[src/rtl/seq_ram_addr_gen.sv]
module seq_ram_addr_gen #(
  parameter int STAGES      = 2,
  parameter int BYTE_W      = 8,
  parameter bit REDUCED_PIN = 1'b0
) (
  input  logic                       clk,
  input  logic                       rst_n,
  input  logic                       cnt_sel,
  input  logic                       step,
  input  logic [BYTE_W-1:0]          host_wdata,
  input  logic                       rd_req_n,
  input  logic                       wr_n,
  input  logic                       go_n,
  input  logic [BYTE_W-1:0]          ram_rdata,
  output logic [STAGES*BYTE_W-1:0]   ram_addr,
  output logic [BYTE_W-1:0]          ram_wdata,
  output logic                       ram_we_n,
  output logic                       ram_oe_n,
  output logic                       host_bus_oe,
  output logic [BYTE_W-1:0]          host_rdata
);
  localparam int ADDR_W = STAGES * BYTE_W;

  logic [BYTE_W-1:0] stg [STAGES];
  logic [ADDR_W-1:0] addr_q, addr_inc;
  logic              write_act, read_act, adv;

  generate
    if (REDUCED_PIN) begin : g_rp
      logic unused_sep;
      assign unused_sep = rd_req_n ^ wr_n;
      assign write_act  = !go_n && !cnt_sel;
      assign read_act   = !go_n &&  cnt_sel;
    end else begin : g_sep
      logic unused_go;
      assign unused_go = go_n;
      assign write_act = !wr_n;
      assign read_act  = !rd_req_n && cnt_sel && wr_n;
    end
  endgenerate

  assign adv      = step && !write_act;
  assign addr_inc = addr_q + 1'b1;

  for (genvar i = 0; i < STAGES; i++) begin : g_stage
    assign addr_q[i*BYTE_W +: BYTE_W] = stg[i];
    if (i == 0) begin : g_first
      always_ff @(posedge clk or negedge rst_n)
        if (!rst_n)   stg[i] <= '0;
        else if (adv) stg[i] <= cnt_sel ? addr_inc[BYTE_W-1:0] : host_wdata;
    end else begin : g_chain
      always_ff @(posedge clk or negedge rst_n)
        if (!rst_n)   stg[i] <= '0;
        else if (adv) stg[i] <= cnt_sel ? addr_inc[i*BYTE_W +: BYTE_W] : stg[i-1];
    end
  end

  assign ram_addr    = addr_q;
  assign ram_wdata   = host_wdata;
  assign ram_we_n    = !write_act;
  assign ram_oe_n    = !read_act;
  assign host_bus_oe = !read_act;
  assign host_rdata  = read_act ? ram_rdata : '0;
endmodule

[config.mk]
export PLATFORM = sky130hd
export DESIGN_NAME = seq_ram_addr_gen
export DESIGN_NICKNAME = d
export VERILOG_FILES = /design/src/rtl/seq_ram_addr_gen.sv
export SDC_FILE = /design/constraint.sdc
export NUM_CORES = 1
export LEC_CHECK = 0
export ABC_AREA = 1
export CORE_ASPECT_RATIO = 1.2
export CORE_UTILIZATION = 45
export DETAILED_ROUTE_END_ITERATION = 6
export PLACE_DENSITY = 0.89
export SYNTH_ARGS = -nofsm -noshare
export SYNTH_HDL_FRONTEND = slang
export SYNTH_SLANG_ARGS = --single-unit
[constraint.sdc]
create_clock -name clk -period 3.25 [get_ports clk]
set_clock_uncertainty 0.15 [all_clocks]
set_input_delay 0.4875 -clock clk [delete_from_list [all_inputs] [get_ports clk]]
set_output_delay 0.4875 -clock clk [all_outputs]
set_load 0.03 [all_outputs]
==> parameters.txt, run 1 <==
Parameter                              Value

Cells and area
  Share of final-layout standard cells stronger than drive strength 1 ... 11.8%
  Antenna diode count ... 0
  Leading cell types in the layout, fill and taps excluded ... sky130_fd_sc_hd__clkdlybuf4s50_1 (48), sky130_fd_sc_hd__nand2_1 (45), sky130_fd_sc_hd__inv_1 (31)
  Layout overhead on the synthesized area ... 40.2%
  Leading cell type in the layout, fill and taps excluded ... sky130_fd_sc_hd__clkdlybuf4s50_1
  Number of non-filler instances in the completed layout ... 279
  Flip-flop count of the largest register, all copies and words added ... 16
  Final nets ... 271

CTS
  Number of buffers inserted for hold repair after clock tree synthesis ... 0
  Clock input transition at the sequential cells of the worst setup and hold paths ... 100 ps
  Level count of the clock H-tree ... 1
  Cells resized by post-CTS repair ... 0
  Number of sinks driven by the clock tree ... 16
  CTS tree ... yes
  Clk root buf ... sky130_fd_sc_hd__clkbuf_4
  Clock buffer depth ... 2
  Worst-skew pair later-pin latency ... 290 ps
  Number of CTS-inserted buffers ... 3
  Number of setup buffers added after CTS ... 0

Setup path
  Max Fanout on Critical Path ... 10
  Endpoint type of the worst setup path ... output port
  CP Launch Type ... input port
  Standard cell with the maximum stage delay on the critical path ... sky130_fd_sc_hd__clkdlybuf4s50_1
  Cell chain of the critical path ... clkdlybuf4s50_1 > inv_1 > nor2_1 > nand2_1 > clkdlybuf4s50_1
  Worst path buffer plus inverter count ... 3
  Largest delay contributor family on the critical path ... buffers and inverters
  Critical path type ... in2out
  Worst EP arrival ... 1980 ps
  Largest stage delay on the critical path ... 730 ps
  Top cell by count, worst path ... sky130_fd_sc_hd__clkdlybuf4s50_1
  Required arrival time at the worst endpoint ... 2610 ps

Global routing
  Global-route wire length before repair ... 5190 um
  Global-route usage over all layers ... 22.5%
  Pin count of the biggest net entering global routing ... 26
  Initial antenna violation count ... 0
  Number of global-route vias before repair ... 1203
  Overall overflow remaining after global route ... 0

Detailed routing
  Wirelength per Cell ... 11.7 um
  Number of vias per cell ... 5.12
  Number of routed nets with antenna violations ... 0
  Iter 0 DRT Violations ... 35
  DRC viols ... 0
  Total wirelength of the detailed-routed design ... 3270 um
  DR vias ... 1429
  Number of optimization iterations in the first detailed-route pass ... 4

Timing
  Number of hold violations in the final report ... 0
  Tightest Pin Transition ... 738 ps
  Setup violation total in the final timing report ... 0
  Worst hold-check slack ... 400 ps
  Min cycle time layout ... 2620 ps
  Crit path setup slack, layout ... 629 ps
  Period utilisation layout ... 80.6%
  RSZ-0062 raised after global routing ... no
  Maximum clock frequency ... 382 MHz
  Slew Limit Headroom ... 50.7%
  Final slew viol count ... 0
  Fin Setup TNS ... 0 ps

Power and ir drop
  Clock power frac ... 16.2%
  Net load switching power ... 0.371 mW
  PwrDens ... 463 mW/mm2
  Static leakage power ... 0.883 nW
  Worst IR drop on VDD ... 0.000334 V
  Switching part of the total ... 44.2%
  Total internal power ... 0.469 mW
  Portion of total power attributed to sequential cells ... 35.5%
  Combinational fraction of design power ... 48.3%

Logic synthesis
  Simple-gate area share of the yosys netlist ... 36.6%
  Yosys warning count ... 0
  Yosys reg bits ... 16
  Adder and majority gate portion of the synthesized area ... 0.967%
  Mapped Area ... 0.00129 mm2
  Post-Syn Area per Cell ... 6.47 um2
  Dominant combinational cell family by area after synthesis ... simple AND/OR/NAND/NOR gates
  Post-Synthesis Net Count ... 224
  Post-synthesis share of cell area spent on xor and xnor gates ... 0%
  Complex-gate fraction of the synthesized area ... 13.8%
  Register area share after synthesis ... 30.9%
  Mapped Cells ... 200
  Portion of netlist area occupied by mux cells ... 0%
  Number of distinct library cells after synthesis ... 19

Placement
  Placement Setup Slack ... 613 ps
  Routability cong. ... 0.859
  Detailed Place HPWL ... 2460 um
  Placed cell count ... 275
  Number of buffers added on ports ... 56

Floorplan
  Area of the placeable core ... 0.00263 mm2
  Initial cell density of the core ... 49.2%
  Area of the die ... 0.00309 mm2
  FP Rows ... 20
  Height of the die ... 60.7 um
  Floorplan die width ... 50.9 um
  I/O pin count ... 58

Run
  Max-cap violation count ... 0

Min path
  Worst min path class ... reg2reg

Outcome
  Result of the run ... finished, final reports clean
-- worst reg2reg max path: stages, from the launching register on --
cell,delay (ps)
sky130_fd_sc_hd__dfrtp_1,460
sky130_fd_sc_hd__ha_1,220
sky130_fd_sc_hd__nand3_1,130
sky130_fd_sc_hd__inv_1,160
sky130_fd_sc_hd__nand2_2,90
sky130_fd_sc_hd__o21ai_1,120
sky130_fd_sc_hd__nand3_1,80
sky130_fd_sc_hd__nand2_1,60
sky130_fd_sc_hd__nand2_1,40
-- kinds of logic (layout without fill, tap and decap cells) --
| family | count (synthesis) | in the layout |
|---|---|---|
| buffers and inverters | 47 | 93 |
| AOI/OAI and AO/OA | 33 | 33 |
| and+or+nand+nor | 103 | 103 |
| DFF | 16 | 16 |
| adders and majority gates | 1 | 1 |
-- final timing paths --
check | depth (start not counted) | startpoint | slack [ps] | to
worst min-delay path | 2 | ram_addr[15] | 400 | ram_addr[15]
worst max-delay path | 5 | cnt_sel | 630 | host_bus_oe
max in group asynchronous | 1 | rst_n | 2020 | ram_addr[8]
worst max register to register | 8 | ram_addr[0] | 1650 | ram_addr[10]
min in group asynchronous | 1 | rst_n | 470 | ram_addr[5]
worst min register to register | 2 | ram_addr[15] | 400 | ram_addr[15]
-- cell usage after synthesis --
library cell	number	area (um2)
sky130_fd_sc_hd__nor2_1	20	75.1
sky130_fd_sc_hd__nor2_2	4	25.0
sky130_fd_sc_hd__nand2_2	7	43.8
sky130_fd_sc_hd__o21ai_1	2	10.0
sky130_fd_sc_hd__o21ai_0	14	70.1
sky130_fd_sc_hd__ha_1	1	12.5
sky130_fd_sc_hd__dfrtp_1	16	400
sky130_fd_sc_hd__a21oi_1	11	55.1
sky130_fd_sc_hd__buf_2	3	15.0
sky130_fd_sc_hd__o21ai_2	1	8.76
sky130_fd_sc_hd__nor3_1	1	5.00
sky130_fd_sc_hd__o22ai_1	2	12.5
sky130_fd_sc_hd__nand3_1	18	90.1
sky130_fd_sc_hd__nand4_1	5	31.3
sky130_fd_sc_hd__a22oi_1	3	22.5
sky130_fd_sc_hd__buf_4	13	97.6
sky130_fd_sc_hd__nor2_4	3	33.8
sky130_fd_sc_hd__nand2_1	45	169
sky130_fd_sc_hd__inv_1	31	116
-- through the flow --
| step | power (mW) | instance area (um2) | util (%) |
|---|---|---|---|
| 3_3_place_gp | 0.697 | 1780 | 67.7 |
| 3_5_place_dp | 0.707 | 1780 | 67.7 |
| 4_1_cts | 0.845 | 1810 | 69.0 |
| 5_1_grt | 0.896 | 1810 | 69.0 |
| 6_report | 0.841 | 1810 | 69.0 |
| 2_1_floorplan | 0.553 | 1290 | - |
-- cell type report --
class	count	area, um2
inverter	31	116
multi-input combinational	137	664
tap	33	41.3
timing repair buffer	58	556
fill	227	813
sequential	16	400
clock buffer	4	36.3
-- power groups by stage --
stage / clock [mW] / combinational (mW) / sequential, mW
2_1_floorplan: 0 / 0.187 / 0.365
3_3_place_gp: 0 / 0.399 / 0.298
3_5_place_dp: 0 / 0.406 / 0.301
4_1_cts: 0.139 / 0.409 / 0.298
5_1_grt: 0.146 / 0.444 / 0.305
6_report: 0.136 / 0.406 / 0.299
-- routing by layer --
metal | vias up | wire length, um | track usage (%)
li1 | 720 | - | -
met1 | 640 | 1310 | 25.9
met2 | 63 | 1650 | 40.8
met3 | 6 | 261 | 4.51
met4 | 0 | 49 | 8.73
met5 | - | 0 | 0
No activity file was read; power rests on OpenSTA's default activity.
==> run 2, diff against run 1 <==
--- a/config.mk
+++ b/config.mk
@@ -7,9 +7,9 @@
 export LEC_CHECK = 0
 export ABC_AREA = 1
 export CORE_ASPECT_RATIO = 1.2
-export CORE_UTILIZATION = 45
+export CORE_UTILIZATION = 42
 export DETAILED_ROUTE_END_ITERATION = 6
-export PLACE_DENSITY = 0.89
+export PLACE_DENSITY = 0.84
 export SYNTH_ARGS = -nofsm -noshare
 export SYNTH_HDL_FRONTEND = slang
 export SYNTH_SLANG_ARGS = --single-unit
==> constraint.sdc (replaced) <==
create_clock -name clk -period 2.75 [get_ports clk]
set_clock_uncertainty 0.15 [all_clocks]
set_input_delay 0.4125 -clock clk [delete_from_list [all_inputs] [get_ports clk]]
set_output_delay 0.4125 -clock clk [all_outputs]
set_load 0.03 [all_outputs]
==> run 2 against run 1 <==
Core utilization is 5.4 points lower. Global-route usage about the same. Power is 20% higher. Via count increased by 0.35%. Die area up 6.9%. First-iteration DRC count grew 14%. Clock power grew 26%. Critical path type unchanged.
==> parameters.txt, run 2 (synthesis results as in run 1) <==
Parameter                              Value

Setup path
  Standard cell with the maximum stage delay on the critical path ... sky130_fd_sc_hd__clkdlybuf4s50_1
  Largest delay contributor family on the critical path ... buffers and inverters
  Critical Path Stages ... 5 (unchanged)
  Critical path type ... in2out
  Largest stage delay on the critical path ... 690 ps (-40 ps)
  Top cell by count, worst path ... sky130_fd_sc_hd__clkdlybuf4s50_1
  Required arrival time at the worst endpoint ... 2190 ps (-420 ps)
  Max Fanout on Critical Path ... 6 (-4)
  Endpoint type of the worst setup path ... output port
  Register-to-register setup slack ... 1150 ps (-500 ps)
  Worst setup path startpoint ... cnt_sel
  Cell chain of the critical path ... clkdlybuf4s50_1 > inv_1 > nor2_1 > nand2_1 > clkdlybuf4s50_1
  CP Launch Type ... input port
  R2r startpoint ... ram_addr[0]
  Reg2Reg Capture Point ... ram_addr[10]
  Register-to-Register Path Depth ... 8 (unchanged)
  Worst EP arrival ... 1780 ps (-200 ps)
  Worst path buffer plus inverter count ... 3 (unchanged)
  Worst setup path endpoint ... ram_oe_n

Detailed routing
  Number of optimization iterations in the first detailed-route pass ... 4 (unchanged)
  Wirelength per Cell ... 11.6 um (-0.47%)
  DR vias ... 1434 (+0.35%)
  Number of routed nets with antenna violations ... 0 (unchanged)
  DRC viols ... 0 (unchanged)
  Uppermost signal routing layer after detailed routing ... met4
  Number of vias per cell ... 5.10 (-0.36%)
  Routed metal-1 wire length ... 1370 um (+4.8%)
  Iter 0 DRT Violations ... 40 (+14%)
  Total wirelength of the detailed-routed design ... 3270 um (+0.25%)
  WL met2 ... 1560 um (-5.3%)
  Met3 routed wirelength ... 284 um (+8.8%)

Timing
  Setup violation total in the final timing report ... 0 (unchanged)
  Period utilisation layout ... 85.0%
  Number of hold violations in the final report ... 0 (unchanged)
  Maximum clock frequency ... 428 MHz
  Final slew viol count ... 0 (unchanged)
  Tightest Pin Transition ... 767 ps (+29.4 ps)
  Min cycle time layout ... 2340 ps
  Slew Limit Headroom ... 48.7% (-2.0 points)
  RSZ-0062 raised after global routing ... no
  Fin Setup TNS ... 0 ps (unchanged)

CTS
  Clock input transition at the sequential cells of the worst setup and hold paths ... 110 ps (about the same)
  Number of buffers inserted for hold repair after clock tree synthesis ... 0 (unchanged)
  Clock buffer depth ... 2 (unchanged)
  Level count of the clock H-tree ... 1 (unchanged)
  Number of CTS-inserted buffers ... 3 (unchanged)
  Number of sinks driven by the clock tree ... 16 (unchanged)
  CTS tree ... yes
  Cells resized by post-CTS repair ... 0 (unchanged)
  Number of setup buffers added after CTS ... 0 (unchanged)
  Worst-skew pair later-pin latency ... 310 ps (+20 ps)
  Clk root buf ... sky130_fd_sc_hd__clkbuf_4

Global routing
  Number of global-route vias before repair ... 1322 (+9.9%)
  Global-route wire length before repair ... 5750 um (+11%)
  Initial antenna violation count ... 0 (unchanged)
  Pin count of the biggest net entering global routing ... 26 (unchanged)
  Global-route usage over all layers ... 22.5% (about the same)
  Overall overflow remaining after global route ... 0 (unchanged)

Cells and area
  Final nets ... 272 (+0.37%)
  Layout overhead on the synthesized area ... 40.9%
  Share of final-layout standard cells stronger than drive strength 1 ... 12.1% (+0.36 points)
  Final instance area ... 0.00182 mm2 (+0.48%)
  Leading cell type in the layout, fill and taps excluded ... sky130_fd_sc_hd__clkdlybuf4s50_1
  Filler cells ... 264 (+16%)
  Leading cell types in the layout, fill and taps excluded ... sky130_fd_sc_hd__clkdlybuf4s50_1 (48), sky130_fd_sc_hd__nand2_1 (45), sky130_fd_sc_hd__inv_1 (31)
  Flip-flop count of the largest register, all copies and words added ... 16 (unchanged)
  Antenna diode count ... 0 (unchanged)

Floorplan
  Initial cell density of the core ... 45.2% (-4.1 points)
  I/O pin count ... 58 (unchanged)
  Floorplan die width ... 52.7 um (+3.4%)
  Area of the placeable core ... 0.00286 mm2 (+9.0%)
  Area of the die ... 0.00331 mm2 (+6.9%)
  FP Rows ... 21 (+5.0%)
  Height of the die ... 62.8 um (+3.4%)

Placement
  Area after detailed placement ... 0.00179 mm2 (+0.49%)
  Number of buffers added on ports ... 56 (unchanged)
  Detailed Place HPWL ... 2470 um (+0.37%)
  Routability cong. ... 0.884 (+2.9%)

Min path
  Worst min path class ... in2async

Run
  Max-cap violation count ... 0 (unchanged)

Power and ir drop
  Static leakage power ... 0.888 nW (+0.49%)
  Worst IR drop on VDD ... 0.000350 V (+4.9%)
  PwrDens ... 551 mW/mm2 (+19%)

Outcome
  Result of the run ... finished, final reports clean
==> run 2: layer usage <==
layer / vias to the layer above / global-route usage [%]
met5: - / 0
met4: 0 / 8.55
met3: 7 / 4.87
met2: 61 / 38.3
met1: 643 / 26.5
li1: 723 / -
==> run 2: power by group <==
part / internal [mW] / switching (mW) / total (mW)
clock network: 0.0809 / 0.0904 / 0.171
registers: 0.280 / 0.0697 / 0.350
logic: 0.195 / 0.289 / 0.484
total: 0.556 / 0.449 / 1.00
==> run 2: worst min path at each step <==
stage,startpoint,endpoint,cells after the start,slack [ps]
after floorplan,rst_n,ram_addr[0],0,-30
final,rst_n,ram_addr[6],1,390
after detailed placement,ram_addr[15],ram_addr[15],2,360
after global routing,ram_addr[15],ram_addr[15],2,460
after global placement,ram_addr[15],ram_addr[15],2,370
after CTS,ram_addr[15],ram_addr[15],2,390
==> run 2: metrics by stage <==
step | setup WS [ps] | cells | utilization, % | total power [mW] | hold slack, ps
after global placement | 406 | 277 | 62.4 | 0.828 | 367
after floorplan | 669 | 200 | - | 0.653 | -33.1
after CTS | 404 | 281 | 63.7 | 1.00 | 390
after global routing | 315 | 281 | 63.7 | 1.07 | 457
after detailed placement | 402 | 277 | 62.4 | 0.838 | 360
final | 412 | 281 | 63.7 | 1.00 | 386
==> run 2: cell type report <==
type                    count  area (um2)  area share (%)
flip-flops and latches     16         400            22.0
multi-input cells         137         664            36.4
repair buffers             59         563            30.9
inverters                  31         116            6.38
clock buffers               4        36.3            1.99
well taps                  34        42.5            2.33
